File: config.mk
export PLATFORM = sky130hd
export DESIGN_NAME = line_sync_seq
export DESIGN_NICKNAME = d
export VERILOG_FILES = /design/src/rtl/lsq_pkg.sv /design/src/rtl/lsq_cfg_port.sv /design/src/rtl/lsq_tables.sv /design/src/rtl/lsq_engine.sv /design/src/rtl/line_sync_seq.sv
export SDC_FILE = /design/constraint.sdc
export NUM_CORES = 1
export LEC_CHECK = 0
export BUFFER_PORTS_ARGS = -buffer_cell sky130_fd_sc_hd__buf_2
export CELL_PAD_IN_SITES_DETAIL_PLACEMENT = 0
export CELL_PAD_IN_SITES_GLOBAL_PLACEMENT = 1
export CORE_AREA = 10 10 277 213
export CTS_CLUSTER_DIAMETER = 50
export DETAILED_ROUTE_END_ITERATION = 7
export DIE_AREA = 0 0 287 223
export PLACE_DENSITY_LB_ADDON = 0.1
export SKIP_LAST_GASP = 1
export SYNTH_ARGS = -nofsm -noshare
export SYNTH_HDL_FRONTEND = slang
export SYNTH_SLANG_ARGS = --single-unit
File: constraint.sdc
create_clock -name clk -period 6.85 [get_ports clk]
set_input_delay 0.3425 -clock clk [delete_from_list [all_inputs] [get_ports clk]]
set_output_delay 0.3425 -clock clk [all_outputs]
set_load 0.1 [all_outputs]
File: src/rtl/lsq_pkg.sv
package lsq_pkg;

    localparam int DUR_W = 10;
    localparam int PTR_W = 4;
    localparam int LVL_W = 8;

    typedef struct packed {
        logic [DUR_W-1:0] dur;
        logic [PTR_W-1:0] ptr;
    } pair_t;

    typedef struct packed {
        logic signed [LVL_W-1:0] lvl;
        logic                    vs;
        logic                    hs;
    } level_t;

    typedef enum logic [1:0] {
        CFG_IDLE,
        CFG_PAT,
        CFG_LVL
    } cfg_state_e;

    typedef enum logic {
        ENG_IDLE,
        ENG_PLAY
    } eng_state_e;

endpackage

File: src/rtl/lsq_cfg_port.sv
module lsq_cfg_port
    import lsq_pkg::*;
#(
    parameter int PAT_BYTES = 56,
    parameter int LVL_BYTES = 16,
    parameter int PA_W      = $clog2(PAT_BYTES),
    parameter int LA_W      = $clog2(LVL_BYTES)
) (
    input  logic            clk,
    input  logic            rst_n,
    input  logic            cfg_tbl,
    input  logic            cfg_addr_wr,
    input  logic            cfg_data_wr,
    input  logic            cfg_stop,
    input  logic [7:0]      cfg_wdata,
    output logic            pat_we,
    output logic [PA_W-1:0] pat_waddr,
    output logic            lvl_we,
    output logic [LA_W-1:0] lvl_waddr
);

    cfg_state_e state, nxt_state;
    logic [7:0] pat_ptr, nxt_pat_ptr;
    logic [7:0] lvl_ptr, nxt_lvl_ptr;
    logic       pat_room, lvl_room;

    // A pointer stops one past the last byte: no wrap-around.
    assign pat_room = pat_ptr < 8'(PAT_BYTES);
    assign lvl_room = lvl_ptr < 8'(LVL_BYTES);

    always_ff @(posedge clk or negedge rst_n) begin
        if (!rst_n) begin
            state   <= CFG_IDLE;
            pat_ptr <= '0;
            lvl_ptr <= '0;
        end else begin
            state   <= nxt_state;
            pat_ptr <= nxt_pat_ptr;
            lvl_ptr <= nxt_lvl_ptr;
        end
    end

    always_comb begin
        nxt_state   = state;
        nxt_pat_ptr = pat_ptr;
        nxt_lvl_ptr = lvl_ptr;
        if (cfg_addr_wr) begin
            if (cfg_tbl) begin
                nxt_state   = CFG_LVL;
                nxt_lvl_ptr = cfg_wdata;
            end else begin
                nxt_state   = CFG_PAT;
                nxt_pat_ptr = cfg_wdata;
            end
        end else if (cfg_stop) begin
            nxt_state = CFG_IDLE;
        end else if (cfg_data_wr) begin
            unique case (state)
                CFG_IDLE: ;
                CFG_PAT:  if (pat_room) nxt_pat_ptr = pat_ptr + 8'd1;
                CFG_LVL:  if (lvl_room) nxt_lvl_ptr = lvl_ptr + 8'd1;
                default:  nxt_state = CFG_IDLE;
            endcase
        end
    end

    always_comb begin
        pat_we    = 1'b0;
        lvl_we    = 1'b0;
        pat_waddr = pat_ptr[PA_W-1:0];
        lvl_waddr = lvl_ptr[LA_W-1:0];
        if (cfg_data_wr && !cfg_addr_wr && !cfg_stop) begin
            pat_we = (state == CFG_PAT) && pat_room;
            lvl_we = (state == CFG_LVL) && lvl_room;
        end
    end

endmodule

File: src/rtl/lsq_tables.sv
module lsq_tables
    import lsq_pkg::*;
#(
    parameter int ENTRIES = 7,
    parameter int PAIRS   = 4,
    parameter int LEVELS  = 8,
    parameter int PA_W    = 6,
    parameter int LA_W    = 4
) (
    input  logic                           clk,
    input  logic                           rst_n,
    input  logic                           pat_we,
    input  logic [PA_W-1:0]                pat_waddr,
    input  logic                           lvl_we,
    input  logic [LA_W-1:0]                lvl_waddr,
    input  logic [7:0]                     wdata,
    output pair_t  [ENTRIES*PAIRS-1:0]     pat_tbl,
    output level_t [LEVELS-1:0]            lvl_tbl
);

    localparam int PI_W = PA_W - 1;
    localparam int LI_W = LA_W - 1;

    generate
        for (genvar g = 0; g < ENTRIES*PAIRS; g++) begin : g_pair
            pair_t q;
            always_ff @(posedge clk or negedge rst_n) begin
                if (!rst_n) begin
                    q <= '0;
                end else if (pat_we && pat_waddr[PA_W-1:1] == PI_W'(g)) begin
                    if (!pat_waddr[0]) begin
                        q.dur[7:0] <= wdata;
                    end else begin
                        q.ptr            <= wdata[7:4];
                        q.dur[DUR_W-1:8] <= wdata[DUR_W-9:0];
                    end
                end
            end
            assign pat_tbl[g] = q;
        end

        for (genvar k = 0; k < LEVELS; k++) begin : g_level
            level_t q;
            always_ff @(posedge clk or negedge rst_n) begin
                if (!rst_n) begin
                    q <= '0;
                end else if (lvl_we && lvl_waddr[LA_W-1:1] == LI_W'(k)) begin
                    if (!lvl_waddr[0]) begin
                        q.lvl <= wdata;
                    end else begin
                        q.vs <= wdata[1];
                        q.hs <= wdata[0];
                    end
                end
            end
            assign lvl_tbl[k] = q;
        end
    endgenerate

endmodule

File: src/rtl/lsq_engine.sv
module lsq_engine
    import lsq_pkg::*;
#(
    parameter int ENTRIES = 7,
    parameter int PAIRS   = 4,
    parameter int LEVELS  = 8,
    parameter int SEL_W   = 3,
    parameter int LCNT_W  = 10
) (
    input  logic                       clk,
    input  logic                       rst_n,
    input  logic                       line_start,
    input  logic [SEL_W-1:0]           line_sel,
    input  logic [LCNT_W-1:0]          lcnt_init,
    input  pair_t  [ENTRIES*PAIRS-1:0] pat_tbl,
    input  level_t [LEVELS-1:0]        lvl_tbl,
    output logic                       ins_valid,
    output logic signed [LVL_W-1:0]    ins_level,
    output logic                       ins_luma_only,
    output logic                       hsync_o,
    output logic                       vsync_o,
    output logic [LCNT_W-1:0]          line_cnt
);

    localparam int PIDX_W = $clog2(PAIRS);
    localparam int SK_W   = PIDX_W + 1;
    localparam int LIDX_W = $clog2(LEVELS);

    eng_state_e               state, nxt_state;
    logic [PIDX_W-1:0]        pidx, nxt_pidx;
    logic [DUR_W-1:0]         dcnt, nxt_dcnt;
    pair_t  [PAIRS-1:0]       sh_pairs, nxt_sh_pairs;
    level_t [LEVELS-1:0]      sh_lvls, nxt_sh_lvls;
    pair_t  [PAIRS-1:0]       sel_pairs;
    logic [SK_W-1:0]          first_hit, next_hit;

    // Lowest-numbered non-empty step at or after 'from'; MSB flags a hit.
    function automatic logic [SK_W-1:0] seek_step(input pair_t [PAIRS-1:0] pr,
                                                  input logic [SK_W-1:0] from);
        logic [SK_W-1:0] res;
        res = '0;
        for (int i = PAIRS-1; i >= 0; i--) begin
            if (SK_W'(i) >= from && pr[i].dur != '0) begin
                res = {1'b1, PIDX_W'(i)};
            end
        end
        return res;
    endfunction

    always_comb begin
        sel_pairs = '0;
        for (int e = 0; e < ENTRIES; e++) begin
            if (line_sel == SEL_W'(e)) begin
                sel_pairs = pat_tbl[e*PAIRS +: PAIRS];
            end
        end
    end

    assign first_hit = seek_step(sel_pairs, '0);
    assign next_hit  = seek_step(sh_pairs, {1'b0, pidx} + 1'b1);

    always_ff @(posedge clk or negedge rst_n) begin
        if (!rst_n) begin
            state    <= ENG_IDLE;
            pidx     <= '0;
            dcnt     <= '0;
            sh_pairs <= '0;
            sh_lvls  <= '0;
        end else begin
            state    <= nxt_state;
            pidx     <= nxt_pidx;
            dcnt     <= nxt_dcnt;
            sh_pairs <= nxt_sh_pairs;
            sh_lvls  <= nxt_sh_lvls;
        end
    end

    always_comb begin
        nxt_state    = state;
        nxt_pidx     = pidx;
        nxt_dcnt     = dcnt;
        nxt_sh_pairs = sh_pairs;
        nxt_sh_lvls  = sh_lvls;
        if (line_start) begin
            nxt_sh_pairs = sel_pairs;
            nxt_sh_lvls  = lvl_tbl;
            if (first_hit[PIDX_W]) begin
                nxt_state = ENG_PLAY;
                nxt_pidx  = first_hit[PIDX_W-1:0];
                nxt_dcnt  = sel_pairs[first_hit[PIDX_W-1:0]].dur;
            end else begin
                nxt_state = ENG_IDLE;
            end
        end else begin
            unique case (state)
                ENG_IDLE: ;
                ENG_PLAY: begin
                    if (dcnt != '0) begin
                        nxt_dcnt = dcnt - 1'b1;
                    end else if (next_hit[PIDX_W]) begin
                        nxt_pidx = next_hit[PIDX_W-1:0];
                        nxt_dcnt = sh_pairs[next_hit[PIDX_W-1:0]].dur;
                    end else begin
                        nxt_state = ENG_IDLE;
                    end
                end
                default: nxt_state = ENG_IDLE;
            endcase
        end
    end

    always_comb begin
        pair_t  cur;
        level_t lv;
        cur           = sh_pairs[pidx];
        lv            = sh_lvls[cur.ptr[LIDX_W-1:0]];
        ins_valid     = 1'b0;
        ins_level     = '0;
        ins_luma_only = 1'b0;
        hsync_o       = 1'b0;
        vsync_o       = 1'b0;
        if (state == ENG_PLAY) begin
            ins_valid     = 1'b1;
            ins_level     = lv.lvl;
            ins_luma_only = cur.ptr[PTR_W-1];
            hsync_o       = lv.hs;
            vsync_o       = lv.vs;
        end
    end

    always_ff @(posedge clk or negedge rst_n) begin
        if (!rst_n) begin
            line_cnt <= '0;
        end else if (line_start) begin
            line_cnt <= (line_cnt == '0) ? lcnt_init : line_cnt - 1'b1;
        end
    end

endmodule

File: src/rtl/line_sync_seq.sv
module line_sync_seq
    import lsq_pkg::*;
#(
    parameter int ENTRIES = 7,
    parameter int PAIRS   = 4,
    parameter int LEVELS  = 8,
    parameter int SEL_W   = 3,
    parameter int LCNT_W  = 10
) (
    input  logic                    clk,
    input  logic                    rst_n,
    input  logic                    cfg_tbl,
    input  logic                    cfg_addr_wr,
    input  logic                    cfg_data_wr,
    input  logic                    cfg_stop,
    input  logic [7:0]              cfg_wdata,
    input  logic                    line_start,
    input  logic [SEL_W-1:0]        line_sel,
    input  logic [LCNT_W-1:0]       lcnt_init,
    output logic                    ins_valid,
    output logic signed [7:0]       ins_level,
    output logic                    ins_luma_only,
    output logic                    hsync_o,
    output logic                    vsync_o,
    output logic [LCNT_W-1:0]       line_cnt
);

    localparam int PAT_BYTES = ENTRIES * PAIRS * 2;
    localparam int LVL_BYTES = LEVELS * 2;
    localparam int PA_W      = $clog2(PAT_BYTES);
    localparam int LA_W      = $clog2(LVL_BYTES);

    logic                     pat_we, lvl_we;
    logic [PA_W-1:0]          pat_waddr;
    logic [LA_W-1:0]          lvl_waddr;
    pair_t  [ENTRIES*PAIRS-1:0] pat_tbl;
    level_t [LEVELS-1:0]      lvl_tbl;

    lsq_cfg_port #(
        .PAT_BYTES(PAT_BYTES), .LVL_BYTES(LVL_BYTES), .PA_W(PA_W), .LA_W(LA_W)
    ) cfg_i (
        .clk(clk), .rst_n(rst_n), .cfg_tbl(cfg_tbl), .cfg_addr_wr(cfg_addr_wr),
        .cfg_data_wr(cfg_data_wr), .cfg_stop(cfg_stop), .cfg_wdata(cfg_wdata),
        .pat_we(pat_we), .pat_waddr(pat_waddr), .lvl_we(lvl_we), .lvl_waddr(lvl_waddr)
    );

    lsq_tables #(
        .ENTRIES(ENTRIES), .PAIRS(PAIRS), .LEVELS(LEVELS), .PA_W(PA_W), .LA_W(LA_W)
    ) tbl_i (
        .clk(clk), .rst_n(rst_n), .pat_we(pat_we), .pat_waddr(pat_waddr),
        .lvl_we(lvl_we), .lvl_waddr(lvl_waddr), .wdata(cfg_wdata),
        .pat_tbl(pat_tbl), .lvl_tbl(lvl_tbl)
    );

    lsq_engine #(
        .ENTRIES(ENTRIES), .PAIRS(PAIRS), .LEVELS(LEVELS), .SEL_W(SEL_W), .LCNT_W(LCNT_W)
    ) eng_i (
        .clk(clk), .rst_n(rst_n), .line_start(line_start), .line_sel(line_sel),
        .lcnt_init(lcnt_init), .pat_tbl(pat_tbl), .lvl_tbl(lvl_tbl),
        .ins_valid(ins_valid), .ins_level(ins_level), .ins_luma_only(ins_luma_only),
        .hsync_o(hsync_o), .vsync_o(vsync_o), .line_cnt(line_cnt)
    );

endmodule

==> run metrics <==
Die Area 64000 um^2; pin count of the biggest net entering global routing 187; Core Region 53700 um^2; count of endpoints failing hold in the final timing report 0; worst hold path endpoint cfg_i.state[1]; number of violations of the max-capacitance limit 0; final setup fails 0; clock tree skew after final layout 0.0332 ns; FF+latch area 16200 um^2; Hold/Removal Path Class input port to register; H-Tree Level Count 3; fraction of final layout cells with drive strength greater than 1 35.4%; maximum achievable frequency 216 MHz; final routed DRC violation total 0; most frequent cells in the layout sky130_fd_sc_hd__dfrtp_1, sky130_fd_sc_hd__mux2_2, sky130_fd_sc_hd__nand2_1; number of synthesis warnings 0; Routed Wire Length 82.7 mm; outcome complete, no violations; IO Pins 50; number of distinct library cells after synthesis 79; quantity of I/O buffers inserted on ports 49; number of gates given a new drive strength after cts 0; total power density per cell area 273 nW/um^2; routed vias 19992; wire length of the first global-routing pass 127 mm; Final Wtd Congestion 0.906; cts-stage hold buffer count 3; CTS tree yes; total area of multi-input combinational cells 13000 um^2; dominant combinational cell family by area after synthesis multiplexers; type of the worst setup path input port to register; Mapped Cells 2381; Syn Std Cell Area 30200 um^2; compound-cell area share of the yosys netlist 8.67%; Filler cells 4303; # placed instances 3015; Routed Antenna Nets 0; reg-to-reg critical path endpoint eng_i.pidx[0]; crit-path max FO 54; beginning of the worst hold path cfg_data_wr; share of the cycle needed by the critical path after routing 67.7%; Initial DRT Pass Iterations 6; number of core rows 74; vertical extent of the die 223 um; number of cells traversed by the worst hold path 4; clock period minus final worst setup slack 4.64 ns; FFs w/ async S/R, synth 100%; Slew HR 23.6%; peak supply drop 0.215 mV; cell family contributing the most delay on the critical path simple AND/OR/NAND/NOR gates; area added between synthesis and finish 9.80%; number of setup buffers added after CTS 0; Critical Path Start Type input port; simple-gate share of the synthesized area 6.85%; worst stage delay on the critical path 0.73 ns; detailed-route vias per instance 6.38; sum of negative setup slack 0 ns; number of synthesized flops with an enable pin 0; Leakage Power 15.8 nW; adder-cell area share of the yosys netlist 0.166%; net count of the finished layout 2396; hpwl dp 54.0 mm; number of buffers created by CTS 66; most frequently used flop master after synthesis sky130_fd_sc_hd__dfrtp_1; Worst Setup End Kind register; number of antenna violations at the first check in global routing 0; buffer levels on the longest clock path 3; CTS Root Buffer Type sky130_fd_sc_hd__clkbuf_16; routed length per instance 26.4 um; share of the yosys chip area belonging to registers 53.8%; number of synthesized register bits 649; startpoint of the lowest-slack register-to-register path tbl_i.pat_tbl[237]; Initial DRC Count 1624; CP Buf/Inv Count 1; remaining global-route overflow 0; required time at the worst-slack endpoint 7.35 ns; post-synthesis net count 2413; horizontal extent of the die 287 um; number of pins exceeding their max-slew limit in the final report 0; global router's overall resource usage 25.9%; total design power 0.00905 W; initial cell density of the core 56.2%; flop2flop setup slack 3.12 ns; Worst-path clk slew 0.06 ns; number of non-filler instances in the completed layout 3135; Worst path slowest cell sky130_fd_sc_hd__nand2_1; actual slew at the worst max-slew pin 1.14 ns; leading cell type in the layout, fill and taps excluded sky130_fd_sc_hd__dfrtp_1; worst endpoint data arrival time 5.14 ns; cell depth of the worst flop-to-flop path 9; xor and xnor area share after synthesis 0.116%; Worst-Skew Late Latency 0.62 ns; Sinks on Clock Net 649; synthesized area per cell 12.7 um^2; via count of the first global-routing pass 20355; critical path cell sequence buf_4, and2b_1, nand2_1, o221ai_1, o2111ai_1, nor3_4, nand2_2, o21ai_0, and2_1, mux2_2; setup repair after global routing missed its margin no; proportion of synthesized area in mux cells 27.3%
==> worst max path at each step <==
stage / start / endpoint / slack (ns) / depth (start not counted)
3_3_place_gp: line_sel[1] / eng_i.pidx[1] / 1.71 / 10
5_1_grt: line_sel[1] / eng_i.dcnt[2] / 1.93 / 11
6_report: line_sel[1] / eng_i.pidx[0] / 2.21 / 10
4_1_cts: line_sel[1] / eng_i.pidx[0] / 2.33 / 10
2_1_floorplan: eng_i.pidx[0] / hsync_o / 3.19 / 6
3_5_place_dp: line_sel[1] / eng_i.pidx[1] / 1.68 / 10
==> power breakdown <==
part / internal (W) / switching, W / total, W
sequential: 0.00398 / 0.000177 / 0.00416
clock: 0.00212 / 0.00158 / 0.00370
combinational: 0.000353 / 0.000839 / 0.00119
==> registers in the layout, summed over array words and instances (netlist names) <==
signal,count
eng_i.state,1
cfg_i.state,2
eng_i.sh_lvls,80
eng_i.line_cnt,10
eng_i.dcnt,10
tbl_i.lvl_tbl,80
cfg_i.lvl_ptr,8
eng_i.pidx,2
tbl_i.pat_tbl,392
eng_i.sh_pairs,56
cfg_i.pat_ptr,8
==> kinds of logic (layout without fill, tap and decap cells) <==
kind of cell | Yosys count | in the layout
and+or+nand+nor | 416 | 416
xor gates and xnor gates | 4 | 4
adders and majority gates | 4 | 4
muxes | 712 | 712
buffers and inverters | 213 | 243
DFF | 649 | 649
AOI/OAI and AO/OA | 383 | 383
other | 0 | 2
==> cells in the mapped netlist (4+ instances only) <==
| cell | n | area [um^2] |
|---|---|---|
| sky130_fd_sc_hd__o22a_1 | 7 | 61.3 |
| sky130_fd_sc_hd__dfrtp_1 | 649 | 16200 |
| sky130_fd_sc_hd__o21ai_0 | 79 | 395 |
| sky130_fd_sc_hd__a22o_1 | 5 | 43.8 |
| sky130_fd_sc_hd__a221oi_1 | 25 | 219 |
| sky130_fd_sc_hd__o221ai_1 | 25 | 219 |
| sky130_fd_sc_hd__a22oi_1 | 17 | 128 |
| sky130_fd_sc_hd__buf_1 | 9 | 33.8 |
| sky130_fd_sc_hd__nor2b_1 | 22 | 138 |
| sky130_fd_sc_hd__and2_1 | 6 | 37.5 |
| sky130_fd_sc_hd__nor3_1 | 42 | 210 |
| sky130_fd_sc_hd__o22ai_1 | 45 | 282 |
| sky130_fd_sc_hd__mux2_2 | 596 | 6710 |
| sky130_fd_sc_hd__nand2b_1 | 27 | 169 |
| sky130_fd_sc_hd__or2_2 | 5 | 31.3 |
| sky130_fd_sc_hd__o32ai_1 | 6 | 52.6 |
| sky130_fd_sc_hd__and3_1 | 5 | 31.3 |
| sky130_fd_sc_hd__or3_1 | 14 | 87.6 |
| sky130_fd_sc_hd__nand2_1 | 120 | 450 |
| sky130_fd_sc_hd__o21a_1 | 14 | 105 |
| sky130_fd_sc_hd__o2bb2ai_1 | 5 | 43.8 |
| sky130_fd_sc_hd__a21oi_1 | 76 | 380 |
| sky130_fd_sc_hd__nor4_2 | 7 | 87.6 |
| sky130_fd_sc_hd__or2_1 | 4 | 25.0 |
| sky130_fd_sc_hd__a211oi_1 | 13 | 97.6 |
| sky130_fd_sc_hd__mux4_2 | 29 | 653 |
| sky130_fd_sc_hd__mux2i_1 | 84 | 841 |
| sky130_fd_sc_hd__o211ai_1 | 14 | 105 |
| sky130_fd_sc_hd__o31ai_1 | 4 | 30.0 |
| sky130_fd_sc_hd__a31oi_1 | 6 | 37.5 |
| sky130_fd_sc_hd__nor4_1 | 9 | 56.3 |
| sky130_fd_sc_hd__ha_1 | 4 | 50.1 |
| sky130_fd_sc_hd__inv_1 | 34 | 128 |
| sky130_fd_sc_hd__buf_2 | 21 | 105 |
| sky130_fd_sc_hd__buf_4 | 12 | 90.1 |
| sky130_fd_sc_hd__nand3_1 | 24 | 120 |
| sky130_fd_sc_hd__buf_6 | 6 | 67.6 |
| sky130_fd_sc_hd__a221o_1 | 9 | 90.1 |
| sky130_fd_sc_hd__clkbuf_1 | 128 | 480 |
| sky130_fd_sc_hd__nor2_1 | 107 | 402 |
| sky130_fd_sc_hd__or4_1 | 4 | 30.0 |
| sky130_fd_sc_hd__a2bb2oi_1 | 5 | 43.8 |
==> layer usage <==
metal / up-vias / global-route usage (%) / part of all wire (%)
met5: - / 0 / 0
met4: 0 / 7.15 / 2.8
li1: 8682 / - / -
met2: 614 / 37.1 / 43
met1: 10541 / 37.9 / 47
met3: 155 / 7.05 / 6.9
==> worst reg2reg max path, cell delays in order (launching register included) <==
cell	delay [ns]
sky130_fd_sc_hd__dfrtp_1	0.37
sky130_fd_sc_hd__mux2i_1	0.30
sky130_fd_sc_hd__o21ai_0	0.27
sky130_fd_sc_hd__a211oi_1	0.48
sky130_fd_sc_hd__o2111ai_1	0.24
sky130_fd_sc_hd__nor3_4	0.70
sky130_fd_sc_hd__nand2_2	0.22
sky130_fd_sc_hd__o21ai_0	0.44
sky130_fd_sc_hd__and2_1	0.25
sky130_fd_sc_hd__mux2_2	0.34
==> final cells by class <==
| type | instances | share of cell area (%) |
|---|---|---|
| antenna | 2 | 0.0151 |
| clock buffer | 87 | 5.53 |
| clock inverter | 28 | 1.06 |
| inverter | 36 | 0.408 |
| multi-input combinational | 1519 | 39.3 |
| sequential | 649 | 49.0 |
| tap | 722 | 2.73 |
| timing repair buffer | 92 | 1.91 |
==> per-stage QoR <==
| step | setup slack, ns | util [%] | hold WS [ns] | cell area (um^2) |
|---|---|---|---|---|
| finish | 2.21 | 61.7 | 0.0308 | 33100 |
| global route | 1.93 | 61.7 | 0.0394 | 33100 |
| CTS | 2.33 | 61.7 | 0.00141 | 33100 |
| detailed placement | 1.68 | 57.6 | 0.485 | 30900 |
| global placement | 1.71 | 57.6 | 0.481 | 30900 |
| floorplan | 3.19 | - | 0.0469 | 30200 |
Power figures use the tool's default switching activity.
